**src/rtl/irq_agg_pkg.sv**
```systemverilog
package irq_agg_pkg;
  localparam int ADDR_W = 2;

  typedef enum logic [ADDR_W-1:0] {
    REG_STATUS = 2'd0,
    REG_RAISE  = 2'd1,
    REG_ACK    = 2'd2,
    REG_SPARE  = 2'd3
  } irq_reg_e;
endpackage

```
**src/rtl/irq_rst_sync.sv**
```systemverilog
module irq_rst_sync #(
  parameter int STAGES = 2
) (
  input  logic clk,
  input  logic rst_n,
  output logic rst_sync_n
);
  logic [STAGES-1:0] chain_q;
  logic [STAGES-1:0] chain_d;

  always_comb begin
    chain_d = {chain_q[STAGES-2:0], 1'b1};
  end

  always_ff @(posedge clk or negedge rst_n) begin
    if (!rst_n) begin
      chain_q <= '0;
    end else begin
      chain_q <= chain_d;
    end
  end

  assign rst_sync_n = chain_q[STAGES-1];
endmodule

```
**src/rtl/irq_reg_port.sv**
```systemverilog
module irq_reg_port
  import irq_agg_pkg::*;
#(
  parameter int DATA_W      = 32,
  parameter int COMPUTE_BIT = 0,
  parameter int DMA_BIT     = 8
) (
  input  logic              clk,
  input  logic              rst_n,
  input  logic              hw_compute_done,
  input  logic              hw_dma_done,
  input  logic [ADDR_W-1:0] reg_addr,
  input  logic              reg_wr,
  input  logic [DATA_W-1:0] reg_wdata,
  input  logic              reg_rd,
  input  logic [DATA_W-1:0] status_q,
  output logic [DATA_W-1:0] set_mask,
  output logic [DATA_W-1:0] clr_mask,
  output logic [DATA_W-1:0] reg_rdata
);
  logic [DATA_W-1:0] hw_mask;
  logic [DATA_W-1:0] rdata_d;
  logic [DATA_W-1:0] rdata_q;
  logic              rdata_en;
  irq_reg_e          addr_e;

  always_comb begin
    addr_e  = irq_reg_e'(reg_addr);
    hw_mask = '0;
    hw_mask[COMPUTE_BIT] = hw_compute_done;
    hw_mask[DMA_BIT]     = hw_mask[DMA_BIT] | hw_dma_done;

    set_mask = hw_mask;
    clr_mask = '0;
    if (reg_wr) begin
      unique case (addr_e)
        REG_RAISE: set_mask = hw_mask | reg_wdata;
        REG_ACK:   clr_mask = reg_wdata;
        default:   ;
      endcase
    end
  end

  always_comb begin
    rdata_en = reg_rd;
    rdata_d  = (addr_e == REG_STATUS) ? status_q : '0;
  end

  always_ff @(posedge clk or negedge rst_n) begin
    if (!rst_n) begin
      rdata_q <= '0;
    end else if (rdata_en) begin
      rdata_q <= rdata_d;
    end
  end

  assign reg_rdata = rdata_q;
endmodule

```
**src/rtl/irq_status_core.sv**
```systemverilog
module irq_status_core #(
  parameter int DATA_W = 32
) (
  input  logic              clk,
  input  logic              rst_n,
  input  logic [DATA_W-1:0] set_mask,
  input  logic [DATA_W-1:0] clr_mask,
  output logic [DATA_W-1:0] status_q
);
  logic [DATA_W-1:0] status_d;
  logic              status_en;

  for (genvar b = 0; b < DATA_W; b++) begin : g_bit
    // set has priority over clear so a coincident event is kept
    assign status_d[b] = set_mask[b] | (status_q[b] & ~clr_mask[b]);
  end

  assign status_en = (|set_mask) | (|clr_mask);

  always_ff @(posedge clk or negedge rst_n) begin
    if (!rst_n) begin
      status_q <= '0;
    end else if (status_en) begin
      status_q <= status_d;
    end
  end
endmodule

```
**src/rtl/irq_level_out.sv**
```systemverilog
module irq_level_out #(
  parameter int DATA_W = 32
) (
  input  logic              clk,
  input  logic              rst_n,
  input  logic [DATA_W-1:0] status_q,
  output logic              irq_o
);
  logic irq_d;
  logic irq_q;

  always_comb begin
    irq_d = |status_q;
  end

  always_ff @(posedge clk or negedge rst_n) begin
    if (!rst_n) begin
      irq_q <= 1'b0;
    end else begin
      irq_q <= irq_d;
    end
  end

  assign irq_o = irq_q;
endmodule

```
**src/rtl/irq_status_agg.sv**
```systemverilog
module irq_status_agg
  import irq_agg_pkg::*;
#(
  parameter int DATA_W      = 32,
  parameter int COMPUTE_BIT = 0,
  parameter int DMA_BIT     = 8,
  parameter int SYNC_STAGES = 2
) (
  input  logic              clk,
  input  logic              rst_n,
  input  logic              hw_compute_done,
  input  logic              hw_dma_done,
  input  logic [ADDR_W-1:0] reg_addr,
  input  logic              reg_wr,
  input  logic [DATA_W-1:0] reg_wdata,
  input  logic              reg_rd,
  output logic [DATA_W-1:0] reg_rdata,
  output logic              irq_o
);
  logic              rst_int_n;
  logic [DATA_W-1:0] status_q;
  logic [DATA_W-1:0] set_mask;
  logic [DATA_W-1:0] clr_mask;

  irq_rst_sync #(.STAGES(SYNC_STAGES)) u_rst (
    .clk        (clk),
    .rst_n      (rst_n),
    .rst_sync_n (rst_int_n)
  );

  irq_reg_port #(
    .DATA_W      (DATA_W),
    .COMPUTE_BIT (COMPUTE_BIT),
    .DMA_BIT     (DMA_BIT)
  ) u_port (
    .clk             (clk),
    .rst_n           (rst_int_n),
    .hw_compute_done (hw_compute_done),
    .hw_dma_done     (hw_dma_done),
    .reg_addr        (reg_addr),
    .reg_wr          (reg_wr),
    .reg_wdata       (reg_wdata),
    .reg_rd          (reg_rd),
    .status_q        (status_q),
    .set_mask        (set_mask),
    .clr_mask        (clr_mask),
    .reg_rdata       (reg_rdata)
  );

  irq_status_core #(.DATA_W(DATA_W)) u_core (
    .clk      (clk),
    .rst_n    (rst_int_n),
    .set_mask (set_mask),
    .clr_mask (clr_mask),
    .status_q (status_q)
  );

  irq_level_out #(.DATA_W(DATA_W)) u_level (
    .clk      (clk),
    .rst_n    (rst_int_n),
    .status_q (status_q),
    .irq_o    (irq_o)
  );
endmodule

```
**config.mk**
```make
export PLATFORM = sky130hd
export DESIGN_NAME = irq_status_agg
export DESIGN_NICKNAME = d
export VERILOG_FILES = /design/src/rtl/irq_agg_pkg.sv /design/src/rtl/irq_rst_sync.sv /design/src/rtl/irq_reg_port.sv /design/src/rtl/irq_status_core.sv /design/src/rtl/irq_level_out.sv /design/src/rtl/irq_status_agg.sv
export SDC_FILE = /design/constraint.sdc
export NUM_CORES = 1
export LEC_CHECK = 0
export ABC_AREA = 1
export BUFFER_PORTS_ARGS = -buffer_cell sky130_fd_sc_hd__buf_2
export CAP_MARGIN = 20
export CORE_AREA = 3 3 79 81
export DETAILED_ROUTE_END_ITERATION = 8
export DIE_AREA = 0 0 82 84
export GPL_TIMING_DRIVEN = 0
export PLACE_DENSITY = 0.76
export SLEW_MARGIN = 0
export SYNTH_ARGS = -nofsm -noshare
export SYNTH_HDL_FRONTEND = slang
export SYNTH_SLANG_ARGS = --single-unit
```
**constraint.sdc**
```tcl
create_clock -name clk -period 2.91 [get_ports clk]
set_clock_uncertainty 0.1 [all_clocks]
set_input_delay 0.291 -clock clk [delete_from_list [all_inputs] [get_ports clk]]
set_output_delay 0.291 -clock clk [all_outputs]
set_load 0.01 [all_outputs]
```
# [Word level (Yosys, flattened, before mapping)]
# Index checks and enable logic that the tools add are counted.
[totals] regBits=67 input_bits=40 out_inout_bits=33 elab_cells=113
[op_classes] n_eq_ne=2 muxes=5 bitwise=98 n_reduce_logical=4
[ops] operator="2-to-1 mux 32 bit" count=5
[ops] operator="OR reduction 32 bit" count=3
[ops] operator="OR 1 bit" count=33
[ops] operator="bitwise AND 1 bit" count=32
[ops] operator="inverter 1 bit" count=32
[ops] operator="OR 9 x 32 -> 32 bit" count=1
[ops] operator="== test 2 x 1 -> 1 bit, second input constant" count=1
[ops] operator="== test 2 bit, second input constant" count=1
[ops] operator="zero test 2 bit" count=1

# [Longest topological paths before layout]
[logic_depth] ltp_word=6 depth_mapped=6 depth_no_buf=6

# [Cells and area by module]
# From an unflattened synthesis, not the netlist that was laid out.
[unflattened] cells_unflattened=528 area_unflattened_um2=3453.3
[by_module_without_submodules] module="irq_reg_port" n_inst=1 cells_per_inst=319 area_each_um2=1914.3 seq_area_each_um2=800.8
[by_module_without_submodules] module="irq_status_core" n_inst=1 cells_per_inst=160 area_each_um2=1281.2 seq_area_each_um2=800.8
[by_module_without_submodules] module="irq_level_out" n_inst=1 cells_per_inst=46 area_each_um2=203.9 seq_area_each_um2=25.0
[by_module_without_submodules] module="irq_rst_sync" n_inst=1 cells_per_inst=3 area_each_um2=53.8 seq_area_each_um2=50.0

# [Worst setup path after synthesis]
# No wires, ideal clock.
[synth_path] path_type="input -> register" start="in reg_addr[0]" end="reg u_core.status_q[19]" setup_time_ns=0.083 arrival_ns=0.841 required_time_ns=2.727 slack_ns=1.886 stages=4 n_path_buf=1 path_cell_list="inv_1 -> or2_4 -> clkbuf_2 -> o21ai_0"
[synth_between] elab_chain_len=6 word_cells_on_any_way=12 cone_classes="eq/ne (2); mux (4); bitwise (4); reduce/logical (2)"
[synth_rtl] item="start, declared" line_no="irq_status_agg.sv:13" text="input logic [ADDR_W-1:0] reg_addr,"
[synth_rtl] item="branches (longest 6 deep; another with 2-to-1 mux 32 bit)"
[synth_rtl] item="end signal, assigned" line_no="irq_status_core.sv:24" text="status_q <= status_d;"
[synth_rtl] item="end, declared" line_no="irq_status_core.sv:8" text="output logic [DATA_W-1:0] status_q"
# Parallel ways; which one is timed is not known.
# A chain may end at the register's enable or synchronous reset.

# [Worst setup path after layout]
[layout_path] start="reg u_port.rdata_q[0] (netlist: u_port.reg_rdata[0])" end="out reg_rdata[0]"
[layout_rtl] item="start, declared" line_no="irq_reg_port.sv:23" text="logic [DATA_W-1:0] rdata_q;"
[layout_rtl] item="start signal, assigned" line_no="irq_reg_port.sv:53" text="rdata_q <= rdata_d;"
[layout_rtl] item="end, declared" line_no="irq_status_agg.sv:17" text="output logic [DATA_W-1:0] reg_rdata,"
# No word-level cell between the ends.

==> impl_results.md <==
- Final Non-Filler Cells: just under 500
- Source of the critical timing path: u_port.reg_rdata[0]
- Met1 usage: 28.8%
- Final net count: around 460
- Status: finished clean
- Most Crowded Layer GR: met2
- Number of synthesized register bits: 67
- Port-buffer cells: 71
- WP buf/inv: 1
- Commonest cells after routing, fill and taps aside: 92 x o21ai_0, 81 x buf_2, 66 x dfrtp_1
- # IOs: 73
- # diodes: 0
- Worst-Skew Late Latency: ~0.34 ns
- Total congestion overflow: 0
- Syn_nets: roughly 370
- Final Util: about 64%
- Critical path, cell by cell: buf_2
- Maximum buffer depth of the clock tree: 2
- Routing usage on met3: slightly below 5%
- Peak supply drop: roughly 380 uV
- Total of max-cap violations: 0
- Area of the die: 6890 um2
- R2r startpoint: u_core.status_q[5]
- CTS clk-pin slew, worst paths: about 0.070 ns
- Leakage: around 0.0017 uW
- Routability cong.: around 0.76
- # H-tree levels: 3
- Vias in the first global route: 2505
- Gr usage total: 21.9%
- FP Rows: 27
- Root Buffer: clkbuf_8
- Placed Cells: 477
- Kind of critical path: reg2out
- Count of pins over their slew limit: 0
- Fraction of layout cells with a size suffix above 1: between 20% and 30%
- Synth Instances: 332
- Clock Sinks: 67
- Hold Startpoint: hw_dma_done
- Vias: 2495
- CTS tree: done
- Syn_area_per_cell: 8.61 um2
- Met2 GRT Util: 34.6%
- CP Max Fanout: 2
- Reg area: 1680 um2
- Setup Fix Bufs, Post-CTS: 0
- Seq/Total Area, Yosys: between 50% and 60%
- Total power: 2140 uW
- Max Clk Rate: between 700 and 800 MHz
- Most common cell after layout, fill and taps aside: o21ai_0
- Setup_tns: 0 ns
- Crit end category: primary output
- Core box area: 5540 um2
- Routed Antenna Nets: 0
- RSZ-0062 raised after global routing: false
- Req. time, crit path: roughly 2.5 ns
- Initial antenna violation count: 0
- CTS Buf Count: 9
- Synth Cell Area: 2860 um2
- Starting density of the core: around half
- Die W: just over 80 um
- Synth unique cells: 14
- First-pass GRT wire length: ~11000 um
- Period minus WS final: between 1 and 1.5 ns
- Dpl ws: 1.55 ns
- Final setup viols: 0
- Drt total wl: around 6700 um
- Worst-margin pin slew: about 0.52 ns
- DR iter-0 viols: approximately 130
- CP arrival: 0.88 ns
- CP startpoint kind: register
- Final period util: 43.6%
- Pwr Density: 605 nW/um2
- Top delay family on crit path: flip-flops
- Filler Cells Inserted: 515
- DR WL/cell: ~14 um
- CP peak stage delay: slightly below 0.4 ns
- Hold Crit Class: in2reg
- CP max-delay cell: dfrtp_1
- DRT Pass-1 Iters: 4
- Via/cell ratio: approximately 5
- Hpwl dp: 4940 um
- Layout area overhead: 23.9%
- Area of the multi-input gates: 910 um2
- Final worst slack: ~1.6 ns
- Hold Violations, Final: 0
- Die height: between 80 and 90 um
- Largest net degree at the start of global routing: 24
- Slew HR: ~65%
- Ys Warns: 0
- DRC: 0
## power by group
group | switching (uW) | leakage, uW | internal [uW]
Combinational | 185 | 0.000825 | 131
Clock | 330 | 0.0000905 | 354
Sequential | 89.4 | 0.000834 | 1050
Total | 604 | 0.00175 | 1540
## final cells by class
cell class,count,area share [%]
Sequential cell,67,47.4
Tap cell,72,2.54
Buffer,19,2.47
Clock buffer,14,4.59
Inverter,49,5.19
Clock inverter,2,0.283
Timing Repair Buffer,74,11.9
Multi-Input combinational cell,197,25.7
## registers in the layout, summed over array words and instances (netlist names)
signal / flops
u_core.status_q: 32
u_level.irq_o: 1
u_port.reg_rdata: 32
u_rst.chain_q: 2
## per-layer routing
layer	share of wire, %	vias to the layer above
li1	-	1235
met1	44	1173
met5	0	-
met2	48	78
met4	1.7	0
met3	5.6	9
## timing repair
item / CTS / global route
resized for setup: 0 / 0
hold buffers: 1 / 0
endpoints found under the setup margin: 0 / 0
endpoints found under the hold margin: 2 / 0
## worst register-to-register path: stages, from the launching register on
cell	delay, ns
dfrtp_1	0.40
nor2_1	0.10
and2_1	0.12
nand2_1	0.05
nor2_1	0.19
nand2_1	0.08
## metrics by stage
stage               area, um2  hold WS (ns)
global placement         3300       -0.0247
global route             3540        0.0301
finish                   3540        0.0443
detailed placement       3360       -0.0231
CTS                      3540        0.0309
floorplan                2860        -0.105
## cell usage after synthesis
library cell	count	area, um2
o21ai_0	92	460
dfrtp_1	67	1680
inv_1	49	184
nand2_1	47	176
nand3_1	32	160
nor2_1	19	71.3
buf_2	10	50.1
clkbuf_1	6	22.5
clkbuf_2	3	15.0
and2_1	2	12.5
o21ai_1	2	10.0
conb_1	1	3.75
nand4_1	1	6.26
or2_4	1	8.76
## logic make-up (layout without fill, tap and decap cells)
| group | after synthesis | after routing | share of synthesized area [%] |
|---|---|---|---|
| other | 1 | 1 | 0.131 |
| flip-flops | 67 | 67 | 58.7 |
| AND/OR/NAND/NOR | 102 | 102 | 15.2 |
| AO/OA/AOI/OAI | 94 | 94 | 16.5 |
| buffers and inverters | 68 | 158 | 9.50 |
## path summary, 6_finish.rpt
kind                                        end  slack [ns]  cells after the start
max reg2reg                       u_level.irq_o        1.75                      5
min                          u_core.status_q[8]        0.04                      3
max                                reg_rdata[0]        1.64                      1
min reg2reg                u_port.reg_rdata[24]        0.14                      0
min in group asynchronous  u_port.reg_rdata[24]        0.14                      0
max in group asynchronous    u_core.status_q[8]        1.88                      2
Note: power is estimated with default switching activity, not from simulation.
